File: src/rtl/fsq_pkg.sv
package fsq_pkg;
    typedef enum logic [1:0] {
        ST_IDLE = 2'd0,
        ST_RUN  = 2'd1,
        ST_DONE = 2'd2
    } fsq_state_t;

    localparam logic [2:0] REG_DECIM  = 3'd0;
    localparam logic [2:0] REG_PHASE  = 3'd1;
    localparam logic [2:0] REG_TAPS   = 3'd2;
    localparam logic [2:0] REG_OFFSET = 3'd3;
    localparam logic [2:0] REG_CTRL   = 3'd4;

    localparam int CTL_BANK = 0;
    localparam int CTL_SRC  = 1;
    localparam int CTL_BYP  = 2;
    localparam int CTL_W    = 3;
endpackage

File: src/rtl/fsq_host_regs.sv
module fsq_host_regs
    import fsq_pkg::*;
#(
    parameter int CFG_W   = 8,
    parameter int DEC_W   = 8,
    parameter int CADDR_W = 8,
    parameter int COEF_W  = 16
) (
    input  logic               clk,
    input  logic               rst_n,
    input  logic               cfg_we,
    input  logic [2:0]         cfg_addr,
    input  logic [CFG_W-1:0]   cfg_wdata,
    input  logic               hc_we,
    input  logic [CADDR_W-2:0] hc_addr,
    input  logic [COEF_W-1:0]  hc_wdata,
    input  logic               start,
    output logic [DEC_W-1:0]   decim_m1,
    output logic [DEC_W-1:0]   phase,
    output logic [CADDR_W-1:0] taps_m1,
    output logic [CADDR_W-1:0] work_off,
    output logic               ctl_src,
    output logic               ctl_byp,
    output logic               cram_we,
    output logic [CADDR_W-1:0] cram_waddr,
    output logic [COEF_W-1:0]  cram_wdata
);
    logic [CADDR_W-1:0] off_shadow;
    logic [CTL_W-1:0]   ctl;

    always_ff @(posedge clk) begin
        if (!rst_n) begin
            decim_m1   <= '0;
            phase      <= '0;
            taps_m1    <= '0;
            off_shadow <= '0;
            ctl        <= '0;
        end else if (cfg_we) begin
            unique case (cfg_addr)
                REG_DECIM:  decim_m1   <= cfg_wdata[DEC_W-1:0];
                REG_PHASE:  phase      <= cfg_wdata[DEC_W-1:0];
                REG_TAPS:   taps_m1    <= cfg_wdata[CADDR_W-1:0];
                REG_OFFSET: off_shadow <= cfg_wdata[CADDR_W-1:0];
                REG_CTRL:   ctl        <= cfg_wdata[CTL_W-1:0];
                default:    ;
            endcase
        end
    end

    // Working pointer moves only on a computation boundary
    always_ff @(posedge clk) begin
        if (!rst_n)     work_off <= '0;
        else if (start) work_off <= off_shadow;
    end

    assign ctl_src    = ctl[CTL_SRC];
    assign ctl_byp    = ctl[CTL_BYP];
    assign cram_we    = hc_we;
    assign cram_waddr = {ctl[CTL_BANK], hc_addr};
    assign cram_wdata = hc_wdata;
endmodule

File: src/rtl/fsq_in_ctrl.sv
module fsq_in_ctrl #(
    parameter int DATA_W  = 24,
    parameter int DEC_W   = 8,
    parameter int BADDR_W = 8,
    parameter int BYP_W   = 16
) (
    input  logic               clk,
    input  logic               rst_n,
    input  logic               own_valid,
    input  logic [DATA_W-1:0]  own_data,
    input  logic               alt_valid,
    input  logic [DATA_W-1:0]  alt_data,
    input  logic               ctl_src,
    input  logic               ctl_byp,
    input  logic [DEC_W-1:0]   decim_m1,
    input  logic [DEC_W-1:0]   phase,
    input  logic               start,
    output logic               trig,
    output logic               buf_we,
    output logic [BADDR_W-1:0] buf_waddr,
    output logic [DATA_W-1:0]  buf_wdata,
    output logic [BYP_W-1:0]   byp_data
);
    localparam int M_W = DEC_W + 1;

    logic [DEC_W-1:0] cnt;
    logic [M_W-1:0]   m_full;
    logic [M_W-1:0]   phase_red;

    assign buf_we    = ctl_src ? alt_valid : own_valid;
    assign buf_wdata = ctl_src ? alt_data  : own_data;
    assign trig      = buf_we && !ctl_byp && (cnt == decim_m1);

    assign m_full    = {1'b0, decim_m1} + M_W'(1);
    assign phase_red = {1'b0, phase} % m_full;

    always_ff @(posedge clk) begin
        if (!rst_n) begin
            cnt       <= '0;
            buf_waddr <= '0;
            byp_data  <= '0;
        end else if (buf_we) begin
            buf_waddr <= buf_waddr + BADDR_W'(1);
            if (start)                 cnt <= phase_red[DEC_W-1:0];
            else if (cnt == decim_m1)  cnt <= '0;
            else                       cnt <= cnt + DEC_W'(1);
            if (ctl_byp)               byp_data <= buf_wdata[DATA_W-1 -: BYP_W];
        end
    end
endmodule

File: src/rtl/fsq_tap_fsm.sv
module fsq_tap_fsm
    import fsq_pkg::*;
#(
    parameter int CADDR_W = 8,
    parameter int BADDR_W = 8
) (
    input  logic               clk,
    input  logic               rst_n,
    input  logic               trig,
    input  logic [CADDR_W-1:0] taps_m1,
    input  logic [CADDR_W-1:0] work_off,
    input  logic [BADDR_W-1:0] newest,
    output logic               start,
    output logic [CADDR_W-1:0] coef_raddr,
    output logic [BADDR_W-1:0] buf_raddr,
    output logic               acc_en,
    output logic               acc_clr,
    output logic               out_valid
);
    fsq_state_t         state, state_nx;
    logic [CADDR_W-1:0] tap;
    logic [BADDR_W-1:0] base;
    logic               last_tap;

    assign start    = (state == ST_IDLE) && trig;
    assign last_tap = (tap == taps_m1);

    always_ff @(posedge clk) begin
        if (!rst_n) state <= ST_IDLE;
        else        state <= state_nx;
    end

    always_ff @(posedge clk) begin
        if (!rst_n) begin
            tap  <= '0;
            base <= '0;
        end else if (start) begin
            tap  <= '0;
            base <= newest;
        end else if (state == ST_RUN) begin
            tap  <= tap + CADDR_W'(1);
        end
    end

    always_comb begin
        state_nx   = state;
        acc_en     = 1'b0;
        acc_clr    = 1'b0;
        out_valid  = 1'b0;
        coef_raddr = work_off + tap;
        buf_raddr  = base - BADDR_W'(tap);
        unique case (state)
            ST_IDLE: if (trig) state_nx = ST_RUN;
            ST_RUN: begin
                acc_en  = 1'b1;
                acc_clr = (tap == '0);
                if (last_tap) state_nx = ST_DONE;
            end
            ST_DONE: begin
                out_valid = 1'b1;
                state_nx  = ST_IDLE;
            end
            default: state_nx = ST_IDLE;
        endcase
    end
endmodule

File: src/rtl/fir_dec_seq.sv
module fir_dec_seq #(
    parameter int DATA_W  = 24,
    parameter int COEF_W  = 16,
    parameter int CADDR_W = 8,
    parameter int BADDR_W = 8,
    parameter int DEC_W   = 8,
    parameter int CFG_W   = 8,
    parameter int BYP_W   = 16
) (
    input  logic               clk,
    input  logic               rst_n,
    input  logic               cfg_we,
    input  logic [2:0]         cfg_addr,
    input  logic [CFG_W-1:0]   cfg_wdata,
    input  logic               hc_we,
    input  logic [CADDR_W-2:0] hc_addr,
    input  logic [COEF_W-1:0]  hc_wdata,
    output logic               cram_we,
    output logic [CADDR_W-1:0] cram_waddr,
    output logic [COEF_W-1:0]  cram_wdata,
    input  logic               own_valid,
    input  logic [DATA_W-1:0]  own_data,
    input  logic               alt_valid,
    input  logic [DATA_W-1:0]  alt_data,
    output logic               buf_we,
    output logic [BADDR_W-1:0] buf_waddr,
    output logic [DATA_W-1:0]  buf_wdata,
    output logic [CADDR_W-1:0] coef_raddr,
    output logic [BADDR_W-1:0] buf_raddr,
    output logic               acc_en,
    output logic               acc_clr,
    output logic               out_valid,
    output logic [BYP_W-1:0]   byp_data
);
    logic [DEC_W-1:0]   decim_m1, phase;
    logic [CADDR_W-1:0] taps_m1, work_off;
    logic               ctl_src, ctl_byp, start, trig;

    fsq_host_regs #(.CFG_W(CFG_W), .DEC_W(DEC_W), .CADDR_W(CADDR_W), .COEF_W(COEF_W)) u_regs (
        .clk(clk), .rst_n(rst_n), .cfg_we(cfg_we), .cfg_addr(cfg_addr), .cfg_wdata(cfg_wdata),
        .hc_we(hc_we), .hc_addr(hc_addr), .hc_wdata(hc_wdata), .start(start),
        .decim_m1(decim_m1), .phase(phase), .taps_m1(taps_m1), .work_off(work_off),
        .ctl_src(ctl_src), .ctl_byp(ctl_byp),
        .cram_we(cram_we), .cram_waddr(cram_waddr), .cram_wdata(cram_wdata)
    );

    fsq_in_ctrl #(.DATA_W(DATA_W), .DEC_W(DEC_W), .BADDR_W(BADDR_W), .BYP_W(BYP_W)) u_in (
        .clk(clk), .rst_n(rst_n), .own_valid(own_valid), .own_data(own_data),
        .alt_valid(alt_valid), .alt_data(alt_data), .ctl_src(ctl_src), .ctl_byp(ctl_byp),
        .decim_m1(decim_m1), .phase(phase), .start(start), .trig(trig),
        .buf_we(buf_we), .buf_waddr(buf_waddr), .buf_wdata(buf_wdata), .byp_data(byp_data)
    );

    fsq_tap_fsm #(.CADDR_W(CADDR_W), .BADDR_W(BADDR_W)) u_fsm (
        .clk(clk), .rst_n(rst_n), .trig(trig), .taps_m1(taps_m1), .work_off(work_off),
        .newest(buf_waddr), .start(start), .coef_raddr(coef_raddr), .buf_raddr(buf_raddr),
        .acc_en(acc_en), .acc_clr(acc_clr), .out_valid(out_valid)
    );
endmodule

File: config.mk
export PLATFORM = sky130hd
export DESIGN_NAME = fir_dec_seq
export DESIGN_NICKNAME = d
export VERILOG_FILES = /design/src/rtl/fsq_pkg.sv /design/src/rtl/fsq_host_regs.sv /design/src/rtl/fsq_in_ctrl.sv /design/src/rtl/fsq_tap_fsm.sv /design/src/rtl/fir_dec_seq.sv
export SDC_FILE = /design/constraint.sdc
export NUM_CORES = 1
export LEC_CHECK = 0
export ABC_AREA = 1
export CAP_MARGIN = 20
export CORE_ASPECT_RATIO = 1.1
export CORE_MARGIN = 1
export CORE_UTILIZATION = 50
export DETAILED_ROUTE_END_ITERATION = 10
export PLACE_DENSITY = 0.86
export SLEW_MARGIN = 10
export SYNTH_ARGS = -nofsm -noshare
export SYNTH_HDL_FRONTEND = slang
export SYNTH_SLANG_ARGS = --single-unit
File: constraint.sdc
create_clock -name clk -period 14.4 [get_ports clk]
set_input_delay 3.6 -clock clk [delete_from_list [all_inputs] [get_ports clk]]
set_output_delay 3.6 -clock clk [all_outputs]
set_load 0.1 [all_outputs]
=== Word-level counts from Yosys, hierarchy flattened ===
Cells that the tools add are included.

* Output and inout port bits: 93
* Input port bits: 88
* Register bits after elaboration: 93
* Logic and storage cells: 55

* Muxes and demuxes: 10
* Divide/modulo/power cells: 1
* Add/sub/neg operators: 6
* Eq/ne operators: 10
* Bitwise logic cells: 1
* Reductions and logical operators: 15

{| class="wikitable"
|+ Operator list
! operator !! count
|-
| 8-bit by 1-bit adder with 8-bit output (second input constant) || 3
|-
| 24-bit two-way mux || 1
|-
| 8-bit == test || 2
|-
| 8-bit two-way mux || 2
|-
| 2-bit AND reduction || 7
|-
| 8-bit by 1-bit adder with 9-bit output (second input constant) || 1
|-
| 8-bit by 9-bit modulo with 9-bit output || 1
|-
| 8-bit adder || 1
|-
| 8-bit logical NOT || 1
|-
| 8-bit subtractor || 1
|-
| 3-bit by 2-bit == test with 1-bit output (second input constant) || 2
|-
| 1-bit two-way mux || 4
|-
| 2-bit two-way mux || 2
|-
| 2-bit by 1-bit != test with 1-bit output (second input constant) || 2
|-
| 2-bit case mux with 2 select lines || 1
|-
| 3-bit by 1-bit == test with 1-bit output (second input constant) || 1
|-
| 3-bit == test (second input constant) || 1
|-
| 1-bit logical AND || 3
|-
| 3-bit logical NOT || 1
|-
| 2-bit by 1-bit == test with 1-bit output (second input constant) || 1
|-
| 2-bit == test (second input constant) || 1
|-
| 2-bit logical NOT || 1
|-
| 2-bit OR reduction || 1
|-
| 1-bit logical NOT || 1
|-
| 1-bit inverter || 1
|}

=== Longest topological paths before layout ===
Gate-level depths: netlist of run 1.

* Depth in word-level cells: 5
* Gate-level depth with buffers: 97
* Depth with buffers taken out: 96

=== By module ===
From an unflattened synthesis of run 1, not the netlist that was laid out.

* Cell total of the unflattened synthesis: 1186
* Area total of the unflattened synthesis: 7698.6 um^2

{| class="wikitable"
|+ By module, submodules not included
! module !! cells an instance !! sequential area each (um^2) !! instances !! area an instance (um^2)
|-
| fsq_in_ctrl || 693 || 640.6 || 1 || 4259.1
|-
| fsq_host_regs || 269 || 860.8 || 1 || 1934.4
|-
| fsq_tap_fsm || 224 || 360.3 || 1 || 1505.2
|}

=== Worst setup path after synthesis of run 1 ===
OpenSTA, ideal clock, no wires.

* Kind: register to register
* Start point: reg u_regs.decim_m1[0]
* End point: reg u_in.cnt[1]
* Arrival: 11481 ps
* Stages on the path, launching flop included: 96
* Path buffers: 1
* Setup slack: 2799 ps
* Data required time: 14280 ps
* Clock period less this slack: 11601 ps
* Setup time: 120 ps
* Cell sequence: dfxtp_1 ha_1 nand3_2 nor2_2 nand2_1 nand2_2 nand2_2 nor2_8 nand2_1 nor4_1 ha_1 o21ai_0 inv_1 o21ai_0 inv_1 nand4_1 nand2_1 ha_1 [... 60 more ...] nand2_1 nand2_1 nand2_1 buf_2 nand2_1 o21ai_0 ha_1 a21oi_1 o21ai_0 nor2_1 o21ai_1 nand2_1 a21boi_1 nor3_2 inv_2 o21ai_0 o21bai_1 a21oi_1

* Word-level cells in the longest chain between the ends: 4
* Elaborated cells between the ends (all ways): 7
* Those cells by class: 1 x add/sub; 1 x div; 1 x eq/ne; 2 x mux; 2 x reduce/logical

{| class="wikitable"
|+ Ends and longest elaborated chain
! what !! line !! RTL
|-
| start, declared || fsq_host_regs.sv:18 || <nowiki>output logic [DEC_W-1:0] decim_m1,</nowiki>
|-
| start signal, assigned || fsq_host_regs.sv:40 || <nowiki>REG_DECIM: decim_m1 <= cfg_wdata[DEC_W-1:0];</nowiki>
|-
| parallel branches: the longest is 3 deep, another holds 8-bit by 1-bit adder with 9-bit output || -- ||
|-
| 8-bit two-way mux * || fsq_in_ctrl.sv:44 || <nowiki>if (start) cnt <= phase_red[DEC_W-1:0];</nowiki>
|-
| end signal, assigned || fsq_in_ctrl.sv:44 ||
|-
| end signal, assigned || fsq_in_ctrl.sv:46 || <nowiki>else cnt <= cnt + DEC_W'(1);</nowiki>
|-
| end, declared || fsq_in_ctrl.sv:26 || <nowiki>logic [DEC_W-1:0] cnt;</nowiki>
|}

Every way passes the cells marked *.
A chain may end at the register's enable or synchronous reset.

=== Worst setup path after layout of run 1 ===
Ends and elaborated chain as after synthesis.

==> summary.md, run 1 <==
| Metric | Value |
|---|---|
| Number of global-route vias before repair | 6431 |
| Slowest-stage cell, CP | dfxtp_2 |
| Reg area | 1860 um2 |
| Fill cells | 1287 |
| CTS tree | done |
| Total CTS buffers | 9 |
| Post-DP HPWL | 14600 um |
| Die Wd | 116 um |
| Type of the worst setup path | flip-flop to flip-flop |
| Via count | 7168 |
| Worst setup SP type | flip-flop |
| Setup WS post-layout | 1.46 ns |
| Post_cts resized | 0 |
| Sequential area share after synthesis | 0.259 |
| Fin crit share | 0.899 |
| Post-Syn Area | 7180 um2 |
| Min Tclk post-route | 12.94 ns |
| WL/cell | 14.0 um |
| Hold buffers post-CTS | 0 |
| Final Net Count | 1310 |
| CP top delay family | simple AND/OR/NAND/NOR gates |
| Setup violators final | 0 |
| Worst EP required | 14.63 ns |
| Placed Cells | 1330 |
| Status | complete, no violations |
| Mapped Cells | 1066 |
| I/O Buffers | 132 |
| Place WS | 1.21 ns |
| Crit-path max FO | 13 |
| Seq cells post-synth | 93 |
| Worst-case clock buffer depth | 2 |
| Fin Setup TNS | 0 ns |
| Tightest Pin Transition | 1.02 ns |
| CTS Sinks | 93 |
| DRC | 0 |
| Syn_nets | 1223 |
| Setup Fix Bufs, Post-CTS | 0 |
| Number of iterations in the first detailed-routing pass | 7 |
| Antenna diode instance count | 0 |
| CP most frequent cell | nand2_1 |
| CTS Root Cell | clkbuf_16 |
| Area growth syn-to-layout | 21.5% |
| Layout Cells excl Fill | 1346 |
| First-pass GRT wire length | 30400 um |
| CP arrival | 13.17 ns |
| Die height | 128 um |
| Io pins | 181 |
| Max Clk Rate | 77.3 MHz |
| Ys flop type | dfxtp_1 |
| Routability Congestion | 0.930 |
| YS warnings | 0 |
| Num rows | 45 |
| Max-slew violation count | 0 |
| Maxcap violations | 0 |
| Initial Utilization | 0.516 |
| First DRT Iteration DRCs | 459 |
| Async S/R FF share, synth | 0 |
| Critical path buffer and inverter count | 10 |
| Final Hold Fails | 0 |
| Critical Path End Type | flip-flop |
| Grt total ovfl | 0 |
| Htree depth | 3 |
| Initial antenna violation count | 0 |
| Clk slew on worst S/H paths | 0.07 ns |
| Post-route ant nets | 0 |
| Core area | 13900 um2 |
| Wirelength, routed | 18800 um |
| Clk_lat worst skew | 0.35 ns |
| CP peak stage delay | 0.50 ns |
| Avg Synthesized Cell Area | 6.73 um2 |
| Number of flops mapped to enable cells by yosys | 0 |
| HP Class | flip-flop to flip-flop |
| Layout Skew | 0.00736 ns |
| Routed vias/inst | 5.33 |
| Pin count of the biggest net entering global routing | 67 |
| Layout cell share with drive strength beyond 1 | 0.0561 |
| Tot GR Track Use | 0.256 |
| Unique masters post-synth | 46 |
| Relative slew slack | 0.319 |
| Area occupied by multi-input gates | 4540 um2 |
| Die footprint | 14800 um2 |
state kept, by name, indices dropped and copies added, names as in the netlist:
signal and count:
u_regs.phase 8, u_regs.work_off 8, u_fsm.base 8, u_regs.taps_m1 8, u_fsm.tap 8, u_fsm.state 2
u_in.byp_data 16, u_regs.decim_m1 8, u_in.buf_waddr 8, u_regs.ctl 3, u_in.cnt 8, u_regs.off_shadow 8
cells in the mapped netlist (2+ instances only):
cell type  instances  area (um2)
nand2_2            9        56.3
nand3_1           65         325
buf_1              2        7.51
clkbuf_1          31         116
nor2_2             3        18.8
o21ai_1            6        30.0
nand4_1            8        50.1
xnor2_1           15         131
a21oi_1           94         470
nand2_1          234         878
dfxtp_1           93        1860
xor2_1            40         350
nor3_1            16        80.1
inv_2              5        18.8
nand3_2            5        50.1
inv_1            119         447
clkinv_1           2        7.51
nor3b_1            2        15.0
nor4_1             7        43.8
and3_1             3        18.8
and2_1             3        18.8
or2_2              9        56.3
ha_1              66         826
o21bai_1           5        37.5
fa_1               3        60.1
o22ai_1            3        18.8
o21ai_0           83         415
buf_4             24         180
nor2_1            82         308
a21o_1             2        15.0
a31oi_1            3        18.8
a21oi_2            3        26.3
o211ai_1           4        30.0
o21ai_2            3        26.3
nand3_4            3        52.6
stage by stage:
step	util	cell area (um2)	hold slack, ns
after floorplan	-	7180	0.425
after global placement	0.607	8440	0.447
after detailed placement	0.607	8440	0.453
after CTS	0.627	8710	0.461
after global routing	0.627	8720	0.479
final	0.627	8720	0.459
final cells by class:
class                           count  area share
Multi-Input combinational cell    789       0.521
Sequential cell                    93       0.214
Timing Repair Buffer              134       0.153
Inverter                          126      0.0542
Clock buffer                       11      0.0278
Tap cell                          188      0.0270
Clock inverter                      5     0.00402
worst register-to-register path, delay by kind of cell (launching register included):
| kind | cells | cell delay [ns] |
|---|---|---|
| compound gates | 22 | 3.23 |
| fa+ha+maj | 9 | 2.75 |
| simple gates | 52 | 5.46 |
| flops | 1 | 0.50 |
| buf+inv | 10 | 0.91 |
worst paths after layout:
path,endpoint,from,depth (start not counted),slack [ns]
worst max-delay path,u_in.cnt[1],u_regs.decim_m1[0],93,1.46
worst min-delay path,u_in.byp_data[8],u_in.byp_data[8],2,0.46
worst max register to register,u_in.cnt[1],u_regs.decim_m1[0],93,1.46
worst min register to register,u_in.byp_data[8],u_in.byp_data[8],2,0.46
cells in the final DEF (no fill, tap or decap), drive strengths merged, types with 4 or more instances in the layout:
cell type      netlist  routed
nand4                8       8
o21bai               6       6
clkdlybuf4s50        0     131
dfxtp               93      93
inv                124     125
o21ai               92      92
nand2              244     244
clkinv               2       5
nor2                87      87
o211ai               4       4
nand3               73      73
nor4                 8       8
ha                  66      66
clkbuf              31      11
nor3                17      17
or2                 10      10
a21oi               97      97
xor2                40      40
xnor2               15      15
logic make-up after synthesis:
logic type	Yosys count	share of synthesized area
adder cells (fa/ha/maj)	69	0.123
buffers and inverters	184	0.109
AND/OR/NAND/NOR	455	0.285
XOR/XNOR	55	0.0671
AO/OA/AOI/OAI	210	0.157
flip-flops	93	0.259
routing by layer:
layer,track usage,up-vias,share of wire
li1,-,3649,-
met1,0.334,3290,0.45
met2,0.428,202,0.49
met3,0.0435,27,0.046
met4,0.0762,0,0.015
met5,0,-,0
Power of run 1 is not shown: default switching activity piles up to over one toggle a cycle in this logic, so the estimate is an artifact.
==> run 2: changes to the inputs <==
CORE_UTILIZATION = 51   (was 50)
GPL_ROUTABILITY_DRIVEN = 0   (was default)
PLACE_DENSITY = 0.88   (was 0.86)
==> run 2 against run 1 <==
Die area shrank 1.9%. Cell area about the same. Setup slack lost 0.10 ns. Worst hold slack about the same. Register-to-register slack got worse by 0.10 ns. Critical endpoint unchanged. Highest routed layer unchanged.
==> summary.md, run 2 (synthesis results as in run 1) <==
| Metric | Value |
|---|---|
| First-pass GRT wire length | 31700 um (+4.3%) |
| Via count | 7303 (+1.9%) |
| Maxcap violations | 0 (unchanged) |
| Max Clk Rate | 76.7 MHz (-0.80%) |
| Layout Cells excl Fill | 1347 (+0.074%) |
| WL/cell | 14.2 um (+1.9%) |
| Die Wd | 115 um (-0.97%) |
| Slowest-stage cell, CP | dfxtp_2 |
| Crit-path max FO | 13 (unchanged) |
| Type of the worst setup path | flip-flop to flip-flop |
| Clk_lat worst skew | 0.35 ns (about the same) |
| CTS Sinks | 93 (unchanged) |
| Max-slew violation count | 0 (unchanged) |
| Max FFs per register | 16 (unchanged) |
| Most common cell after layout, fill and taps aside | nand2_1 |
| First DRT Iteration DRCs | 573 (+25%) |
| Io pins | 181 (unchanged) |
| Tightest Pin Transition | 1.05 ns (+0.0355 ns) |
| Number of iterations in the first detailed-routing pass | 5 (-2) |
| Reg area | 1860 um2 (unchanged) |
| Antenna diode instance count | 0 (unchanged) |
| WHS Path Cells | 2 (unchanged) |
| Area growth syn-to-layout | 21.6% (about the same) |
| CP arrival | 13.32 ns (+0.15 ns) |
| Fin Setup TNS | 0 ns (unchanged) |
| Initial antenna violation count | 0 (unchanged) |
| Critical Path End Type | flip-flop |
| Pin count of the biggest net entering global routing | 67 (unchanged) |
| Post-route ant nets | 0 (unchanged) |
| Hold buffers post-CTS | 0 (unchanged) |
| Grt total ovfl | 0 (unchanged) |
| Setup violators final | 0 (unchanged) |
| Core area | 13800 um2 (-0.81%) |
| HP Class | flip-flop to flip-flop |
| Fin crit share | 0.906 (+0.00721) |
| Post_cts resized | 0 (unchanged) |
| Htree depth | 3 (unchanged) |
| Status | complete, no violations |
| Most frequent cells in the layout | 234 x nand2_1, 131 x clkdlybuf4s50_1, 119 x inv_1 |
| CTS tree | done |
| Layout Skew | 0.0135 ns (+0.00614 ns) |
| Cell Area, Placed | 8440 um2 (about the same) |
| Final instance area | 8730 um2 (about the same) |
| Placed Cells | 1331 (+0.075%) |
| Number of global-route vias before repair | 6835 (+6.3%) |
| Area occupied by multi-input gates | 4540 um2 (unchanged) |
| Worst EP required | 14.68 ns (+0.05 ns) |
| Final Net Count | 1311 (+0.076%) |
| Clk slew on worst S/H paths | 0.07 ns (about the same) |
| DRC | 0 (unchanged) |
| Min Tclk post-route | 13.04 ns (+0.104 ns) |
| Worst setup SP type | flip-flop |
| I/O Buffers | 132 (unchanged) |
| Worst-case clock buffer depth | 2 (unchanged) |
| CP most frequent cell | nand2_1 |
| Layout cell share with drive strength beyond 1 | 0.0569 (+0.000814) |
| Die height | 126 um (-0.97%) |
| Routed vias/inst | 5.42 (+1.8%) |
| Initial Utilization | 0.520 (+0.00421) |
| CP peak stage delay | 0.48 ns (-0.02 ns) |
| Setup Fix Bufs, Post-CTS | 0 (unchanged) |
| Total CTS buffers | 9 (unchanged) |
| Post-DP HPWL | 14600 um (+0.20%) |
| Wirelength, routed | 19200 um (+2.0%) |
| Die footprint | 14600 um2 (-1.9%) |
| Worst r2r path cells | 95 (+2.2%) |
| Fill cells | 1176 (-8.6%) |
| CTS Root Cell | clkbuf_16 |
| Most flops, register | u_in.byp_data |
| Relative slew slack | 0.296 (-0.0238) |
| Tot GR Track Use | 0.268 (+0.0118) |
| RSZ-0062 raised after global routing | false |
| Final Hold Fails | 0 (unchanged) |
| Hold WS | 0.459 ns (+0.000260 ns) |
| Num rows | 45 (unchanged) |
run 2: cell count changes in the layout (fill, tap and decap cells not counted), sizes merged:
| cell | previous run | this run |
|---|---|---|
| clkbuf | 11 | 10 |
| buf | 3 | 4 |
| clkinv | 5 | 4 |
| inv | 125 | 127 |
run 2: worst paths after layout:
kind / slack [ns] / to / startpoint
max: 1.36 / u_in.cnt[1] / u_regs.decim_m1[0]
min reg2reg: 0.46 / u_regs.off_shadow[2] / u_regs.off_shadow[2]
max reg2reg: 1.36 / u_in.cnt[1] / u_regs.decim_m1[0]
min: 0.46 / u_regs.off_shadow[2] / u_regs.off_shadow[2]
run 2: layout make-up:
type / count / share of cell area
inverter: 126 / 0.0542
timing repair buffer: 135 / 0.153
sequential: 93 / 0.214
clock buffer: 10 / 0.0262
multi-input combinational: 789 / 0.520
clock inverter: 6 / 0.00531
tap: 188 / 0.0270
run 2: worst max-delay path: cells and delay by family, from the launching register on:
family | cells | cell delay, ns
AO/OA/AOI/OAI | 21 | 3.11
buffers and inverters | 11 | 1.08
AND/OR/NAND/NOR | 54 | 5.53
adder cells (fa/ha/maj) | 9 | 2.78
flip-flops | 1 | 0.48
run 2: metal layers:
layer  up-vias  part of all wire  wire, um  track usage
met4         0             0.026       506        0.105
li1       3645                 -         -            -
met3        49             0.055      1050       0.0349
met1      3330              0.43      8260        0.334
met2       279              0.49      9370        0.464
met5         -                 0         0            0
run 2: through the flow:
| step | utilization | worst slack [ns] |
|---|---|---|
| 2_1_floorplan | - | 2.80 |
| 3_3_place_gp | 0.612 | 1.89 |
| 3_5_place_dp | 0.612 | 1.14 |
| 4_1_cts | 0.632 | 1.12 |
| 5_1_grt | 0.633 | 0.0584 |
| 6_report | 0.633 | 1.36 |
Power of run 2 is left out for the same reason.
